## src/rtl/sdram_pwrup_pkg.sv

```systemverilog
package sdram_pwrup_pkg;

   // Command code packed as {cs, ras, cas, we}, all active low on the pins.
   typedef enum logic [3:0] {
      CMD_LOADMODE = 4'b0000,
      CMD_REFRESH  = 4'b0001,
      CMD_PRE_ALL  = 4'b0010,
      CMD_INHIBIT  = 4'b1111
   } sdr_cmd_e;

   typedef enum logic [2:0] {
      ST_IDLE,
      ST_CKE_LOW,
      ST_CKE_HIGH,
      ST_ISSUE,
      ST_SPACE,
      ST_TAIL,
      ST_FINISH,
      ST_HALT
   } seq_state_e;

   function automatic int max4(input int a, input int b, input int c, input int d);
      int m;
      m = a;
      if (b > m) m = b;
      if (c > m) m = c;
      if (d > m) m = d;
      return m;
   endfunction

endpackage

```

## src/rtl/sdram_pwrup_timer.sv

```systemverilog
// Loadable down-counter: expired_o is high once the loaded count has run out.
module sdram_pwrup_timer #(
   parameter int TMR_W = 12
) (
   input  logic             clk,
   input  logic             rst_n,
   input  logic             load_i,
   input  logic [TMR_W-1:0] value_i,
   output logic             expired_o
);

   logic [TMR_W-1:0] cnt_q;

   always_ff @(posedge clk or negedge rst_n) begin
      if (!rst_n) begin
         cnt_q <= '0;
      end else if (load_i) begin
         cnt_q <= value_i;
      end else if (cnt_q != '0) begin
         cnt_q <= cnt_q - 1'b1;
      end
   end

   assign expired_o = (cnt_q == '0);

endmodule

```

## src/rtl/sdram_pwrup_fsm.sv

```systemverilog
// Scripted power-up timeline: waits, then one command slot per step.
module sdram_pwrup_fsm
   import sdram_pwrup_pkg::*;
#(
   parameter int              ADDR_W       = 12,
   parameter int              CKE_LOW_CYC  = 500,
   parameter int              CKE_HIGH_CYC = 3000,
   parameter int              CMD_GAP      = 4,
   parameter int              TAIL_CYC     = 2,
   parameter int              REFRESH_CNT  = 8,
   parameter int              PRE_ALL_BIT  = 10,
   parameter logic [ADDR_W-1:0] MODE_WORD  = 'h023,
   parameter int              TMR_W        = 12,
   parameter int              STEP_W       = 4
) (
   input  logic              clk,
   input  logic              rst_n,
   input  logic              start_i,
   input  logic              expired_i,
   output logic              load_o,
   output logic [TMR_W-1:0]  value_o,
   output sdr_cmd_e          cmd_o,
   output logic              cke_o,
   output logic [ADDR_W-1:0] addr_o,
   output logic              done_o
);

   localparam int LAST_STEP = REFRESH_CNT + 1;

   seq_state_e        state_q, state_d;
   logic [STEP_W-1:0] step_q, step_d;
   logic              first_step, last_step;

   assign first_step = (step_q == '0);
   assign last_step  = (step_q == STEP_W'(LAST_STEP));

   always_ff @(posedge clk or negedge rst_n) begin
      if (!rst_n) begin
         state_q <= ST_IDLE;
         step_q  <= '0;
      end else begin
         state_q <= state_d;
         step_q  <= step_d;
      end
   end

   always_comb begin
      state_d = state_q;
      step_d  = step_q;
      load_o  = 1'b0;
      value_o = '0;
      unique case (state_q)
         ST_IDLE: begin
            if (start_i) begin
               state_d = ST_CKE_LOW;
               step_d  = '0;
               load_o  = 1'b1;
               value_o = TMR_W'(CKE_LOW_CYC - 1);
            end
         end
         ST_CKE_LOW: begin
            if (expired_i) begin
               state_d = ST_CKE_HIGH;
               load_o  = 1'b1;
               value_o = TMR_W'(CKE_HIGH_CYC - 1);
            end
         end
         ST_CKE_HIGH: begin
            if (expired_i) state_d = ST_ISSUE;
         end
         ST_ISSUE: begin
            load_o = 1'b1;
            if (last_step) begin
               state_d = ST_TAIL;
               value_o = TMR_W'(TAIL_CYC - 1);
            end else begin
               state_d = ST_SPACE;
               value_o = TMR_W'(CMD_GAP - 2);
            end
         end
         ST_SPACE: begin
            if (expired_i) begin
               state_d = ST_ISSUE;
               step_d  = step_q + 1'b1;
            end
         end
         ST_TAIL: begin
            if (expired_i) state_d = ST_FINISH;
         end
         ST_FINISH: state_d = ST_HALT;
         default:   state_d = ST_HALT;
      endcase
   end

   always_comb begin
      cmd_o  = CMD_INHIBIT;
      addr_o = '0;
      if (state_q == ST_ISSUE) begin
         if (first_step) begin
            cmd_o               = CMD_PRE_ALL;
            addr_o[PRE_ALL_BIT] = 1'b1;
         end else if (last_step) begin
            cmd_o  = CMD_LOADMODE;
            addr_o = MODE_WORD;
         end else begin
            cmd_o = CMD_REFRESH;
         end
      end
   end

   assign cke_o  = (state_q != ST_IDLE) && (state_q != ST_CKE_LOW);
   assign done_o = (state_q == ST_FINISH);

endmodule

```

## src/rtl/sdram_pwrup_pins.sv

```systemverilog
// Output register stage: every pin leaves the block from a flop.
module sdram_pwrup_pins
   import sdram_pwrup_pkg::*;
#(
   parameter int ADDR_W = 12,
   parameter int BANK_W = 2
) (
   input  logic              clk,
   input  logic              rst_n,
   input  sdr_cmd_e          cmd_i,
   input  logic              cke_i,
   input  logic [ADDR_W-1:0] addr_i,
   input  logic              done_i,
   output logic              cke_o,
   output logic              cs_n_o,
   output logic              ras_n_o,
   output logic              cas_n_o,
   output logic              we_n_o,
   output logic [ADDR_W-1:0] addr_o,
   output logic [BANK_W-1:0] ba_o,
   output logic [3:0]        cmd_o,
   output logic              done_o
);

   logic [3:0]        cmd_q;
   logic [ADDR_W-1:0] addr_q;
   logic              cke_q, done_q;

   always_ff @(posedge clk or negedge rst_n) begin
      if (!rst_n) begin
         cmd_q  <= CMD_INHIBIT;
         addr_q <= '0;
         cke_q  <= 1'b0;
         done_q <= 1'b0;
      end else begin
         cmd_q  <= cmd_i;
         addr_q <= addr_i;
         cke_q  <= cke_i;
         done_q <= done_i;
      end
   end

   // Pin order follows the {cs, ras, cas, we} packing of the command code.
   localparam int NPIN = 4;
   logic [NPIN-1:0] pin_n;
   for (genvar p = 0; p < NPIN; p++) begin : g_pin
      assign pin_n[p] = cmd_q[p];
   end

   assign {cs_n_o, ras_n_o, cas_n_o, we_n_o} = pin_n;
   assign cmd_o  = cmd_q;
   assign addr_o = addr_q;
   assign cke_o  = cke_q;
   assign done_o = done_q;
   assign ba_o   = '0;

endmodule

```

## src/rtl/sdram_pwrup_seq.sv

```systemverilog
module sdram_pwrup_seq
   import sdram_pwrup_pkg::*;
#(
   parameter int ADDR_W       = 12,
   parameter int BANK_W       = 2,
   parameter int CKE_LOW_CYC  = 500,
   parameter int CKE_HIGH_CYC = 3000,
   parameter int CMD_GAP      = 4,
   parameter int TAIL_CYC     = 2,
   parameter int REFRESH_CNT  = 8,
   parameter int PRE_ALL_BIT  = 10,
   parameter int BURST_CODE   = 3,
   parameter int CAS_LAT      = 2
) (
   input  logic              clk,
   input  logic              rst_n,
   input  logic              start_i,
   output logic              cke_o,
   output logic              cs_n_o,
   output logic              ras_n_o,
   output logic              cas_n_o,
   output logic              we_n_o,
   output logic [ADDR_W-1:0] addr_o,
   output logic [BANK_W-1:0] ba_o,
   output logic [3:0]        cmd_o,
   output logic              done_o
);

   localparam int MAX_WAIT = max4(CKE_LOW_CYC, CKE_HIGH_CYC, CMD_GAP, TAIL_CYC);
   localparam int TMR_W    = $clog2(MAX_WAIT + 1);
   localparam int STEP_W   = $clog2(REFRESH_CNT + 2);
   // Mode word: burst code in [2:0], sequential order (bit 3 = 0), latency in [6:4].
   localparam logic [ADDR_W-1:0] MODE_WORD =
      ADDR_W'(((CAS_LAT & 7) << 4) | (BURST_CODE & 7));

   logic              load;
   logic [TMR_W-1:0]  load_val;
   logic              expired;
   sdr_cmd_e          nxt_cmd;
   logic              nxt_cke, nxt_done;
   logic [ADDR_W-1:0] nxt_addr;

   sdram_pwrup_timer #(
      .TMR_W (TMR_W)
   ) u_timer (
      .clk       (clk),
      .rst_n     (rst_n),
      .load_i    (load),
      .value_i   (load_val),
      .expired_o (expired)
   );

   sdram_pwrup_fsm #(
      .ADDR_W       (ADDR_W),
      .CKE_LOW_CYC  (CKE_LOW_CYC),
      .CKE_HIGH_CYC (CKE_HIGH_CYC),
      .CMD_GAP      (CMD_GAP),
      .TAIL_CYC     (TAIL_CYC),
      .REFRESH_CNT  (REFRESH_CNT),
      .PRE_ALL_BIT  (PRE_ALL_BIT),
      .MODE_WORD    (MODE_WORD),
      .TMR_W        (TMR_W),
      .STEP_W       (STEP_W)
   ) u_fsm (
      .clk       (clk),
      .rst_n     (rst_n),
      .start_i   (start_i),
      .expired_i (expired),
      .load_o    (load),
      .value_o   (load_val),
      .cmd_o     (nxt_cmd),
      .cke_o     (nxt_cke),
      .addr_o    (nxt_addr),
      .done_o    (nxt_done)
   );

   sdram_pwrup_pins #(
      .ADDR_W (ADDR_W),
      .BANK_W (BANK_W)
   ) u_pins (
      .clk     (clk),
      .rst_n   (rst_n),
      .cmd_i   (nxt_cmd),
      .cke_i   (nxt_cke),
      .addr_i  (nxt_addr),
      .done_i  (nxt_done),
      .cke_o   (cke_o),
      .cs_n_o  (cs_n_o),
      .ras_n_o (ras_n_o),
      .cas_n_o (cas_n_o),
      .we_n_o  (we_n_o),
      .addr_o  (addr_o),
      .ba_o    (ba_o),
      .cmd_o   (cmd_o),
      .done_o  (done_o)
   );

endmodule

```

## config.mk

```make
export PLATFORM = sky130hd
export DESIGN_NAME = sdram_pwrup_seq
export DESIGN_NICKNAME = d
export VERILOG_FILES = /design/src/rtl/sdram_pwrup_pkg.sv /design/src/rtl/sdram_pwrup_timer.sv /design/src/rtl/sdram_pwrup_fsm.sv /design/src/rtl/sdram_pwrup_pins.sv /design/src/rtl/sdram_pwrup_seq.sv
export SDC_FILE = /design/constraint.sdc
export NUM_CORES = 1
export LEC_CHECK = 0
export BUFFER_PORTS_ARGS = -buffer_cell sky130_fd_sc_hd__buf_2
export CAP_MARGIN = 20
export CELL_PAD_IN_SITES_DETAIL_PLACEMENT = 1
export CELL_PAD_IN_SITES_GLOBAL_PLACEMENT = 1
export CORE_MARGIN = 8
export CORE_UTILIZATION = 38
export CTS_CLUSTER_SIZE = 40
export DETAILED_ROUTE_END_ITERATION = 8
export PLACE_DENSITY = 0.86
export SYNTH_ARGS = -nofsm -noshare
export SYNTH_HDL_FRONTEND = slang
export SYNTH_SLANG_ARGS = --single-unit
```

## constraint.sdc

```tcl
create_clock -name clk -period 1.6 [get_ports clk]
set_input_delay 0 -clock clk [delete_from_list [all_inputs] [get_ports clk]]
set_output_delay 0 -clock clk [all_outputs]
set_load 0.05 [all_outputs]
```

==> results of run 1 <==
cells in the mapped netlist, types with 2 or more instances:
library cell and number:
inv_1 6, nand3_1 5, o21ai_0 11, and3_1 2
a311oi_1 2, ha_1 5, xor2_1 7, o31ai_1 2
nor3_1 3, nand2_1 14, dfrtp_1 23, dfstp_2 3
nand3b_1 3, nand4_1 2, nor2_1 15, nor4b_1 2
nand2b_1 2, buf_4 17, a21oi_1 3
kinds of logic (layout without fill, tap and decap cells):
logic type	after synthesis	count (layout)
flops	26	26
mux	2	2
simple gates	61	61
xor+xnor	8	8
compound gates	26	26
fa+ha+maj	5	5
other cells	1	10
buf+inv	26	53
worst reg2reg max path, cell delays in order, from the launching register on:
cell and delay [ns]:
dfrtp_1 0.40, or4b_4 0.55, and2_4 0.19, nand2_2 0.18, o21ai_0 0.16
power by group:
group / internal, mW / switching, mW / total [mW]
logic: 0.660 / 0.702 / 1.36
clock network: 0.335 / 0.217 / 0.552
registers: 0.858 / 0.245 / 1.10
cell type report:
cell class	count	area (um^2)	share of cell area (%)
multi-input combinational	112	801	41.9
sequential	26	654	34.3
timing repair buffer	43	298	15.6
tap	50	62.6	3.28
clock buffer	3	41.3	2.16
clock inverter	1	30.0	1.57
inverter	6	22.5	1.18
final timing paths:
| path | start | to | slack (ns) | depth (start not counted) |
|---|---|---|---|---|
| min | start_i | u_fsm.state_q[0]$_DFFE_PN0P_ | 0.20 | 5 |
| max reg2reg | u_fsm.state_q[1]$_DFFE_PN0P_ | u_timer.cnt_q[9]$_DFFE_PN0P_ | -0.01 | 4 |
| max in group asynchronous | rst_n | u_timer.cnt_q[1]$_DFFE_PN0P_ | 0.95 | 2 |
| max | u_fsm.state_q[1]$_DFFE_PN0P_ | u_timer.cnt_q[9]$_DFFE_PN0P_ | -0.01 | 4 |
| min reg2reg | u_fsm.state_q[0]$_DFFE_PN0P_ | u_pins.done_o$_DFF_PN0_ | 0.62 | 2 |
| min in group asynchronous | rst_n | u_fsm.step_q[1]$_DFFE_PN0P_ | 0.26 | 2 |
metal layers:
layer | track usage (%) | wire length, um | vias up
li1 | - | - | 590
met1 | 15.5 | 1770 | 609
met2 | 21.1 | 1950 | 25
met3 | 1.92 | 156 | 5
met4 | 5.56 | 65 | 0
met5 | 0 | 0 | -
sequential cells by signal, indices dropped and copies added, names as in the netlist:
register / flops
u_timer.cnt_q: 12
u_fsm.step_q: 4
u_fsm.state_q: 3
u_pins.cmd_o: 3
u_pins.addr_o: 2
u_pins.cke_o: 1
u_pins.done_o: 1
per-stage QoR:
stage          cells  area, um^2  power (mW)
2_1_floorplan    164        1550        1.79
3_3_place_gp     232        1710        2.18
3_5_place_dp     232        1710        2.25
4_1_cts          239        1830        2.86
5_1_grt          241        1910        3.20
6_report         241        1910        3.02
cell usage in the layout (no fill, tap or decap), types with 2 or more instances in the layout:
cell type	synthesis	routed
nand3_1	5	5
o31ai_1	2	2
o21ai_2	0	4
nor3_1	3	3
inv_1	6	6
nand2_1	14	12
ha_1	5	5
nand2b_1	2	2
buf_4	17	25
o21ai_0	11	6
conb_1	1	10
buf_2	1	16
dfrtp_1	23	23
nand4_1	2	2
nand3b_1	3	3
nand2_2	0	2
a311oi_2	0	2
a21oi_2	0	2
clkbuf_8	0	3
nor2_1	15	14
and3_1	2	2
dfstp_2	3	3
xor2_1	7	7
what timing repair did:
item,in CTS,in global routing
pin swaps,3,7
endpoints found under the hold margin,23,0
resized for setup,6,17
hold buffers,1,0
gates cloned,0,0
buffers inserted,2,2
endpoints found under the setup margin,16,19
==> out/metrics.csv, run 1 <==
stage;metric;value;unit
logic_synthesis;sequential cell area fraction in the yosys report;43.1;%
final_layout;fraction of layout cells with a size suffix above 1;37.7;%
pwr;Lkg Pwr;0.872;nW
outcome;failing checks;setup timing;
sta;max-slew violation count;0;
setup_path;data required time of the worst path;1.74;ns
logic_synthesis;xor/xnor cell area share of the yosys netlist;4.61;%
logic_synthesis;Synth Area in Adders;4.12;%
clocking;clock root buffer;clkbuf_8;
final_layout;Antenna diodes;0;
logic_synthesis;area fraction of the dominant cell type after synthesis;37.9;%
detailed_routing;Iter 0 DRT Violations;34;
min_path;min-delay worst type;in -> reg;
global_route;initial antenna violation count;0;
die;total number of placement rows;23;
pwr;power density over the cells;1580;mW/mm^2
setup_path;Worst Setup Start Kind;flop;
setup_path;crit path kind;reg -> reg;
sta;final worst path period share;101;%
logic_synthesis;dominant synthesized flop cell;dfrtp_1;
global_route;first-pass GRT wire length;6.34;mm
die;core footprint;0.00391;mm^2
logic_synthesis;Post-synth ARST share;100;%
clocking;total CTS buffers;3;
detailed_routing;first-pass iteration count of the detailed router;4;
setup_path;crit-path max cell delay;0.55;ns
logic_synthesis;Post-Synthesis Cell Area;0.00152;mm^2
sta;Max-Slew Margin vs Limit;61.1;%
clocking;CTS tree;done;
setup_path;worst-path cell chain;or4b_4, and2_4, nand2_2, o21ai_0;
global_route;maximum number of pins on one net before global-route repair;27;
die;horizontal extent of the die;79.2;um
clocking;number of buffers between clock root and the deepest sink;2;
placement;final estimated routing congestion in global placement;0.812;
die;effective utilization at floorplan;38.8;%
sta;smallest setup slack after layout;-0.0139;ns
global_route;number of global-route vias before repair;1340;
final_layout;final-layout fill cell count;476;
sta;final setup skew;0.00510;ns
final_layout;area growth from synthesis to layout;25.7;%
clocking;clock insertion delay at the later pin of the skew report;0.28;ns
placement;Final HPWL DP;2.86;mm
placement;number of buffer cells added on primary ports;16;
die;num ports;27;
logic_synthesis;flops & latches, synth;26;
detailed_routing;total routed wirelength;3.93;mm
clocking;Sink Count;26;
logic_synthesis;simple-gate share of the synthesized area;24.2;%
outcome;run status;finished with violations;
detailed_routing;post-route ant nets;0;
logic_synthesis;synthesized area per cell;9.80;um^2
logic_synthesis;top cells by area in the synthesized netlist;dfrtp_1 38%, buf_4 8.4%, dfstp_2 5.2%;
logic_synthesis;fraction of the mapped netlist area in compound gates;10.9;%
sta;RSZ-0062 raised after global routing;true;
setup_path;kind of end point of the critical path;flop;
sta;upper clock frequency limit;0.620;GHz
global_route;final global-route overflow total;0;
logic_synthesis;post-synth cell types;47;
logic_synthesis;combinational family with the most area after synthesis;simple AND/OR/NAND/NOR gates;
final_layout;fin nets;200;
setup_path;kind of cell adding the most delay to the critical path;simple AND/OR/NAND/NOR gates;
sta;WHS;0.202;ns
setup_path;Critical-path top delay cell;or4b_4;
logic_synthesis;number of instances in the synthesized netlist;155;
logic_synthesis;number of enable-type register cells in the synthesized netlist;0;
detailed_routing;detailed-route via count;1229;
logic_synthesis;count of warnings emitted by yosys;0;
sta;clock period minus final worst setup slack;1.61;ns
clocking;clock-pin slew reported for the worst setup and hold paths after clock tree synthesis;0.09;ns
setup_path;Max FO, Critical Path;8;
sta;actual transition at the worst max-transition pin;0.584;ns
sta;total setup violations reported at the end of the flow;2;
final_layout;Post-Route Utilization;48.8;%
global_route;overall routing resource usage;12.6;%
placement;post-place setup slack;-0.111;ns
setup_path;CP bufs+invs;0;
setup_path;Critical Path AT;1.75;ns
die;Die Area;0.00628;mm^2
detailed_routing;per-cell routed wire length;16.3;um
detailed_routing;remaining design rule violation count;0;
detailed_routing;vias per cell;5.10;
die;y dimension of the die;79.2;um
run;max-capacitance violation count;0;
logic_synthesis;library cell occupying the most area in the post-synthesis netlist;dfrtp_1;
clocking;level count of the clock H-tree;1;
logic_synthesis;mux cell area share after synthesis;1.65;%
pwr;largest vdd supply drop;0.000512;V
sta;hold violation count in the final report;0;
sta;Setup TNS Final;-0.0239;ns
(Power assumes the default switching activity.)
==> inputs of run 2 (changes only) <==
--- a/config.mk
+++ b/config.mk
@@ -10,10 +10,11 @@
 export CELL_PAD_IN_SITES_DETAIL_PLACEMENT = 1
 export CELL_PAD_IN_SITES_GLOBAL_PLACEMENT = 1
 export CORE_MARGIN = 8
-export CORE_UTILIZATION = 38
+export CORE_UTILIZATION = 41
 export CTS_CLUSTER_SIZE = 40
 export DETAILED_ROUTE_END_ITERATION = 8
-export PLACE_DENSITY = 0.86
+export PLACE_DENSITY = 0.88
 export SYNTH_ARGS = -nofsm -noshare
 export SYNTH_HDL_FRONTEND = slang
+export SYNTH_HIERARCHICAL = 1
 export SYNTH_SLANG_ARGS = --single-unit
==> run 2 against run 1 <==
The flow still finishes with violations (setup timing). Setup slack worse by 0.38 ns. Global-route usage up 4.0 points. Clock power up 17%. First-iteration DRC count up 110%. Cell count up 24%. Highest routed layer unchanged. Largest cell class unchanged. Utilization up 7.3 points. Combinational power up 99%. Sequential share of layout area up 1.3 points. Count of clock-buffer cells in the layout up 3. Routed wire length up 51%.
==> out/metrics.csv, run 2 <==
stage;metric;value;unit;change
global_route;initial antenna violation count;0;;unchanged
pwr;clock network fraction of total power;13.4;%;-4.9 points
logic_synthesis;xor/xnor cell area share of the yosys netlist;2.23;%;-2.4 points
logic_synthesis;number of enable-type register cells in the synthesized netlist;0;;unchanged
logic_synthesis;number of instances in the synthesized netlist;190;;+23%
logic_synthesis;count leader, synth;dfrtp_1;;
pwr;switching power of the nets;2.06;mW;+77%
outcome;run status;finished with violations;;
clocking;clock-pin slew reported for the worst setup and hold paths after clock tree synthesis;0.08;ns;about the same
sta;hold violation count in the final report;0;;unchanged
setup_path;cell count of the worst reg-to-reg path;9;;+5
min_path;terminating pin of the worst hold path;u_timer/cnt_q[6]$_DFFE_PN0P_;;
pwr;fraction of power spent switching nets;42.6;%;+4.0 points
final_layout;area of all placed cells without fillers;0.00261;mm^2;+37%
setup_path;startpoint of the worst-slack reg-to-reg timing path;u_timer/cnt_q[1]$_DFFE_PN0P_;;
pwr;total internal power;2.77;mW;+50%
sta;clock period minus final worst setup slack;1.99;ns;+0.376 ns
run;max-capacitance violation count;0;;unchanged
clocking;CTS tree;done;;
logic_synthesis;post-synth cell types;50;;+6.4%
min_path;hold_sp;start_i;;
logic_synthesis;mux cell area share after synthesis;2.11;%;+0.46 points
sta;max-slew violation count;0;;unchanged
placement;number of buffer cells added on primary ports;24;;+8
clocking;total CTS buffers;5;;+2
die;core footprint;0.00466;mm^2;+19%
detailed_routing;total routed wirelength;5.94;mm;+51%
logic_synthesis;library cell occupying the most area in the post-synthesis netlist;dfrtp_1;;
logic_synthesis;simple-gate share of the synthesized area;21.2;%;-3.0 points
clocking;level count of the clock H-tree;2;;+1
die;total number of placement rows;25;;+8.7%
min_path;min-delay worst type;in -> reg;;
sta;RSZ-0062 raised after global routing;true;;
final_layout;commonest cells after routing, fill and taps aside;39 x buf_4, 33 x dfrtp_1, 24 x buf_2;;
die;Die Area;0.00725;mm^2;+15%
clocking;Sink Count;37;;+42%
clocking;clock insertion delay at the later pin of the skew report;0.29;ns;about the same
sta;final worst path period share;124;%;+23 points
die;horizontal extent of the die;85.1;um;+7.5%
setup_path;Max FO, Critical Path;4;;-4
placement;placed cell count;281;;+21%
sta;total setup violations reported at the end of the flow;19;;+17
logic_synthesis;fraction of the mapped netlist area in compound gates;11.1;%;+0.24 points
global_route;maximum number of pins on one net before global-route repair;38;;+41%
global_route;number of global-route vias before repair;1769;;+32%
min_path;Hold Crit Depth;4;;-1
logic_synthesis;synthesized area per cell;10.3;um^2;+5.2%
pwr;Flop pwr share;30.8;%;-5.7 points
die;y dimension of the die;85.1;um;+7.5%
global_route;first-pass GRT wire length;9.38;mm;+48%
sta;final setup skew;0.00619;ns;+0.00109 ns
final_layout;leading cell type in the layout, fill and taps excluded;buf_4;;
global_route;final global-route overflow total;0;;unchanged
logic_synthesis;Post-Synthesis Cell Area;0.00196;mm^2;+29%
logic_synthesis;Synth top cells by count;33 x dfrtp_1, 24 x buf_4, 11 x nor2_1, 10 x nand2_1, 9 x a21oi_1;;
pwr;power density over the cells;1850;mW/mm^2;+17%
final_layout;Post-Route Utilization;56.1;%;+7.3 points
pwr;largest vdd supply drop;0.000910;V;+78%
detailed_routing;Iter 0 DRT Violations;70;;+110%
setup_path;kind of end point of the critical path;flop;;
placement;Final HPWL DP;3.79;mm;+32%
setup_path;register-to-register setup slack;-0.39;ns;-0.38 ns
setup_path;critical register-to-register path endpoint;u_fsm/step_q[3]$_DFFE_PN0P_;;
placement;post-place setup slack;-0.383;ns;-0.272 ns
sta;smallest setup slack after layout;-0.389;ns;-0.376 ns
final_layout;Antenna diodes;0;;unchanged
setup_path;crit path kind;reg -> reg;;
placement;final estimated routing congestion in global placement;0.802;;-1.2%
logic_synthesis;sequential cell area fraction in the yosys report;47.5;%;+4.4 points
clocking;clock root buffer;clkbuf_8;;
final_layout;fraction of layout cells with a size suffix above 1;48.0;%;+10 points
detailed_routing;detailed-route via count;1599;;+30%
global_route;overall routing resource usage;16.6;%;+4.0 points
logic_synthesis;Synth Area in Adders;3.19;%;-0.93 points
setup_path;data required time of the worst path;1.83;ns;+0.09 ns
sta;WHS;0.156;ns;-0.0458 ns
die;effective utilization at floorplan;42.0;%;+3.2 points
detailed_routing;post-route ant nets;0;;unchanged
setup_path;Worst Setup Start Kind;flop;;
pwr;Lkg Pwr;1.15;nW;+31%
final_layout;fin nets;253;;+27%
logic_synthesis;dominant synthesized flop cell;dfrtp_1;;
detailed_routing;per-cell routed wire length;19.8;um;+21%
logic_synthesis;count of warnings emitted by yosys;6;;+6
final_layout;area growth from synthesis to layout;33.4;%;
logic_synthesis;combinational family with the most area after synthesis;simple AND/OR/NAND/NOR gates;;
setup_path;Critical Path AT;2.22;ns;+0.47 ns
logic_synthesis;area fraction of the dominant cell type after synthesis;42.1;%;+4.3 points
logic_synthesis;Post-synth ARST share;100;%;unchanged
outcome;failing checks;setup timing;;
placement;total cell area at the placement stage;0.00230;mm^2;+34%
detailed_routing;vias per cell;5.33;;+4.5%
detailed_routing;first-pass iteration count of the detailed router;4;;unchanged
clocking;number of buffers between clock root and the deepest sink;2;;unchanged
detailed_routing;remaining design rule violation count;0;;unchanged
final_layout;number of cells in the finished layout apart from fillers;300;;+24%
die;num ports;27;;unchanged
logic_synthesis;flops & latches, synth;37;;+42%
sta;upper clock frequency limit;0.503;GHz;-19%
pwr;combinational share of power;55.9;%;+11 points
logic_synthesis;top cells by area in the synthesized netlist;dfrtp_1 42%, buf_4 9.2%, dfstp_2 5.4%;;
## run 2: cell types whose count changed after synthesis, moves of 3 or more
cell	delta
dfrtp_1	+10
buf_4	+7
a21oi_1	+6
xor2_1	-6
o21ai_0	-5
clkbuf_1	+4
nand2_1	-4
nor2_1	-4
a22o_1	+3
nand3_1	+3
or3b_2	+3
xnor2_1	+3
## run 2: kinds of logic (layout without fill, tap and decap cells)
logic type	after synthesis	count (layout)
and+or+nand+nor	65	65
buffers and inverters	39	85
DFF	37	37
AOI/OAI and AO/OA	33	33
adders and majority gates	5	5
xor gates and xnor gates	5	5
muxes	4	4
other	2	12
## run 2: how the worst max path moves through the flow
| stage | start | slack (ns) | to |
|---|---|---|---|
| global route | u_timer/cnt_q[1]$_DFFE_PN0P_ | -0.52 | u_timer/cnt_q[11]$_DFFE_PN0P_ |
| global placement | u_timer/cnt_q[1]$_DFFE_PN0P_ | -0.27 | u_fsm/step_q[3]$_DFFE_PN0P_ |
| detailed placement | u_timer/cnt_q[0]$_DFFE_PN0P_ | -0.38 | u_timer/cnt_q[0]$_DFFE_PN0P_ |
| CTS | u_timer/cnt_q[0]$_DFFE_PN0P_ | -0.33 | u_timer/cnt_q[11]$_DFFE_PN0P_ |
| floorplan | u_timer/cnt_q[1]$_DFFE_PN0P_ | -0.50 | u_timer/cnt_q[1]$_DFFE_PN0P_ |
| finish | u_timer/cnt_q[1]$_DFFE_PN0P_ | -0.39 | u_fsm/step_q[3]$_DFFE_PN0P_ |
## run 2: repair_timing
| item | CTS | global route |
|---|---|---|
| endpoints found under the hold margin | 33 | 0 |
| setup buffers | 7 | 2 |
| pin swaps | 6 | 3 |
| setup endpoints to repair | 19 | 19 |
| hold buffers | 1 | 0 |
| gates resized for setup | 20 | 14 |
| gates cloned | 1 | 0 |
## run 2: power groups by stage
stage	logic (mW)	clock network, mW	registers, mW
3_5_place_dp	2.21	0	1.49
5_1_grt	2.87	0.682	1.53
3_3_place_gp	2.08	0	1.45
2_1_floorplan	1.18	0	1.60
4_1_cts	2.52	0.655	1.48
6_report	2.70	0.645	1.49
## run 2: stage by stage
stage	TNS (ns)	total power, mW
after floorplan	-5.42	2.78
after global placement	-2.83	3.53
after detailed placement	-4.58	3.70
after CTS	-4.28	4.65
after global routing	-7.49	5.08
final	-5.25	4.83
## run 2: layout make-up
type,instances,area [um^2]
Clock buffer,6,72.6
Multi-Input combinational cell,124,996
Inverter,7,28.8
Fill cell,517,2050
Clock inverter,2,15.0
Tap cell,54,67.6
Sequential cell,37,931
Timing Repair Buffer,70,503
## run 2: layer usage
metal	routed length, um	global-route usage (%)	share of wire, %	vias to the layer above
met5	0	0	0	-
met2	3380	32.0	57	29
met1	2340	16.9	39	822
met4	74	5.99	1.2	0
met3	145	3.47	2.4	9
li1	-	-	-	739
## run 2: critical path, cell delays in order (launching register included)
cell,delay [ns]
dfrtp_1,0.40
inv_2,0.09
ha_4,0.12
nor4b_4,0.25
nand3_2,0.15
inv_4,0.11
buf_12,0.12
nand4_1,0.10
or4b_1,0.50
nand3_1,0.09
==> inputs of run 3 (changes only) <==
--- a/config.mk
+++ b/config.mk
@@ -5,15 +5,15 @@
 export SDC_FILE = /design/constraint.sdc
 export NUM_CORES = 1
 export LEC_CHECK = 0
-export BUFFER_PORTS_ARGS = -buffer_cell sky130_fd_sc_hd__buf_2
 export CAP_MARGIN = 20
 export CELL_PAD_IN_SITES_DETAIL_PLACEMENT = 1
 export CELL_PAD_IN_SITES_GLOBAL_PLACEMENT = 1
 export CORE_MARGIN = 8
-export CORE_UTILIZATION = 41
+export CORE_UTILIZATION = 45
 export CTS_CLUSTER_SIZE = 40
 export DETAILED_ROUTE_END_ITERATION = 8
-export PLACE_DENSITY = 0.88
+export DONT_BUFFER_PORTS = 1
+export PLACE_DENSITY = 0.87
 export SYNTH_ARGS = -nofsm -noshare
 export SYNTH_HDL_FRONTEND = slang
 export SYNTH_HIERARCHICAL = 1
==> run 3 against run 2 <==
The flow still finishes with violations (setup timing). Count of clock-buffer cells in the layout unchanged. Via count fell by 5.1%. Clock power increased by 27%. Cell count down 7.7%. Largest cell class unchanged. Sequential power increased by 14%. Non-clock buffer count is 21 lower. Global-route usage up 2.3 points. Worst hold slack gained 0.017 ns. Largest power group unchanged. Combinational power decreased by 9.3%. Setup slack gained 0.0033 ns. Sequential share of layout area increased by 0.54 points. Sequential cell count did not move. Critical endpoint is now u_timer/cnt_q[0]$_DFFE_PN0P_.
==> out/metrics.csv, run 3 (synthesis gave the netlist of run 2 again) <==
stage;metric;value;unit;change
pwr;Flop pwr share;34.3;%;+3.5 points
detailed_routing;Iter 0 DRT Violations;78;;+11%
global_route;first-pass GRT wire length;9.49;mm;+1.2%
sta;final worst path period share;124;%;-0.20 points
global_route;final global-route overflow total;0;;unchanged
die;core footprint;0.00426;mm^2;-8.5%
sta;final setup skew;0.00718;ns;+0.000988 ns
pwr;total internal power;2.92;mW;+5.5%
pwr;Lkg Pwr;1.10;nW;-4.1%
pwr;switching power of the nets;2.04;mW;-0.59%
setup_path;crit path kind;reg -> reg;;
clocking;number of buffers between clock root and the deepest sink;2;;unchanged
final_layout;area of all placed cells without fillers;0.00257;mm^2;-1.5%
die;total number of placement rows;24;;-4.0%
pwr;power density over the cells;1930;mW/mm^2;+4.5%
sta;RSZ-0062 raised after global routing;true;;
die;num ports;27;;unchanged
sta;max-slew violation count;0;;unchanged
setup_path;Max FO, Critical Path;8;;+4
setup_path;Worst Setup Start Kind;flop;;
min_path;min-delay worst type;in -> async;;
sta;hold violation count in the final report;0;;unchanged
run;max-capacitance violation count;0;;unchanged
clocking;Sink Count;37;;unchanged
placement;total cell area at the placement stage;0.00216;mm^2;-6.0%
final_layout;area growth from synthesis to layout;31.4;%;
clocking;total CTS buffers;5;;unchanged
setup_path;Critical Path AT;2.20;ns;-0.02 ns
placement;number of buffer cells added on primary ports;0;;-100%
final_layout;leading cell type in the layout, fill and taps excluded;buf_4;;
clocking;clock-pin slew reported for the worst setup and hold paths after clock tree synthesis;0.08;ns;about the same
die;horizontal extent of the die;82.0;um;-3.7%
clocking;clock insertion delay at the later pin of the skew report;0.29;ns;about the same
final_layout;fraction of layout cells with a size suffix above 1;41.8;%;-6.2 points
pwr;largest vdd supply drop;0.000837;V;-8.1%
global_route;overall routing resource usage;18.8;%;+2.3 points
detailed_routing;post-route ant nets;0;;unchanged
placement;final estimated routing congestion in global placement;0.858;;+6.9%
sta;upper clock frequency limit;0.503;GHz;+0.16%
final_layout;combined area of the multi-input logic cells;998;um^2;+0.25%
sta;smallest setup slack after layout;-0.386;ns;+0.00326 ns
placement;Final HPWL DP;3.48;mm;-8.0%
clocking;clock root buffer;clkbuf_8;;
clocking;level count of the clock H-tree;2;;unchanged
detailed_routing;first-pass iteration count of the detailed router;4;;unchanged
sta;WHS;0.173;ns;+0.0171 ns
die;y dimension of the die;82.0;um;-3.7%
detailed_routing;vias per cell;5.48;;+2.8%
global_route;maximum number of pins on one net before global-route repair;38;;unchanged
detailed_routing;total routed wirelength;5.84;mm;-1.6%
die;effective utilization at floorplan;46.0;%;+3.9 points
sta;Setup TNS Final;-4.84;ns;+0.408 ns
detailed_routing;remaining design rule violation count;0;;unchanged
pwr;fraction of power spent switching nets;41.2;%;-1.5 points
sta;Max-Slew Margin vs Limit;66.2;%;
clocking;CTS tree;done;;
detailed_routing;detailed-route via count;1518;;-5.1%
outcome;failing checks;setup timing;;
final_layout;Antenna diodes;0;;unchanged
setup_path;kind of end point of the critical path;flop;;
final_layout;final-layout fill cell count;454;;-12%
final_layout;Reg area;931;um^2;unchanged
sta;actual transition at the worst max-transition pin;0.508;ns;
sta;clock period minus final worst setup slack;1.99;ns;-0.00326 ns
final_layout;fin nets;232;;-8.3%
final_layout;commonest cells after routing, fill and taps aside;36 x buf_4, 33 x dfrtp_1, 12 x conb_1;;
outcome;run status;finished with violations;;
pwr;combinational share of power;49.3;%;-6.6 points
sta;total setup violations reported at the end of the flow;18;;-1
setup_path;data required time of the worst path;1.81;ns;-0.02 ns
global_route;initial antenna violation count;0;;unchanged
detailed_routing;per-cell routed wire length;21.1;um;+6.5%
global_route;number of global-route vias before repair;1767;;-0.11%
pwr;clock network fraction of total power;16.5;%;+3.1 points
die;Die Area;0.00672;mm^2;-7.3%
-- run 3: cell types whose count changed in the layout (fill, tap and decap cells not counted), sizes merged --
cell	previous run	this run
bufinv	0	1
clkinv	0	1
dlygate4sd3	1	2
clkinvlp	2	0
buf	69	47
-- run 3: power groups by stage --
stage / Combinational, mW / Clock, mW / Sequential [mW]
2_1_floorplan: 1.18 / 0 / 1.60
3_3_place_gp: 1.76 / 0 / 1.67
3_5_place_dp: 1.91 / 0 / 1.70
4_1_cts: 2.28 / 0.825 / 1.69
5_1_grt: 2.66 / 0.883 / 1.74
6_report: 2.45 / 0.819 / 1.70
-- run 3: final cells by class --
type	instances	share of cell area, %
Sequential cell	37	36.2
Clock inverter	2	1.51
Inverter	7	1.12
Tap cell	52	2.53
Clock buffer	6	2.82
Multi-Input combinational cell	124	38.8
Timing Repair Buffer	49	17.1
-- run 3: worst paths after layout --
check / start / end / slack, ns / depth (start not counted)
setup / recovery: u_timer/cnt_q[1]$_DFFE_PN0P_ / u_timer/cnt_q[0]$_DFFE_PN0P_ / -0.39 / 11
hold / removal: rst_n / u_fsm/step_q[1]$_DFFE_PN0P_ / 0.17 / 2
setup reg to reg: u_timer/cnt_q[1]$_DFFE_PN0P_ / u_timer/cnt_q[0]$_DFFE_PN0P_ / -0.39 / 11
hold reg to reg: u_fsm/step_q[1]$_DFFE_PN0P_ / u_fsm/step_q[1]$_DFFE_PN0P_ / 0.67 / 2
max in group asynchronous: rst_n / u_pins/cmd_o[3]$_DFF_PN1_ / 1.18 / 2
min in group clk: start_i / u_timer/cnt_q[4]$_DFFE_PN0P_ / 0.23 / 5
-- run 3: stage by stage --
stage               total power, mW  setup WS (ns)  util [%]  cells
finish                         4.97         -0.386      60.4    277
detailed placement             3.61         -0.450      50.7    253
CTS                            4.80         -0.346      59.2    275
floorplan                      2.78         -0.496         -    200
global placement               3.43         -0.286      50.7    253
global route                   5.28         -0.443      60.4    277
-- run 3: timing repair --
item | CTS | global route
cloned | 0 | 0
endpoints found under the hold margin | 40 | 0
hold buffers | 3 | 0
buffers inserted | 11 | 3
resized for setup | 25 | 10
pin swaps | 8 | 7
endpoints found under the setup margin | 18 | 19
-- run 3: routing by layer --
layer | wire (um) | track usage (%) | vias up
li1 | - | - | 692
met1 | 2160 | 20.0 | 786
met2 | 3330 | 34.4 | 25
met3 | 160 | 3.61 | 15
met4 | 191 | 9.65 | 0
met5 | 0 | 0 | -
-- run 3: worst max-delay path, cell delays in order (launching register included) --
cell	delay, ns
dfrtp_1	0.40
inv_2	0.08
ha_4	0.13
nor4b_4	0.22
nand3_2	0.15
inv_4	0.11
buf_12	0.12
mux2i_2	0.08
or2_4	0.29
a21oi_1	0.15
nand2_1	0.09
o21ai_1	0.09
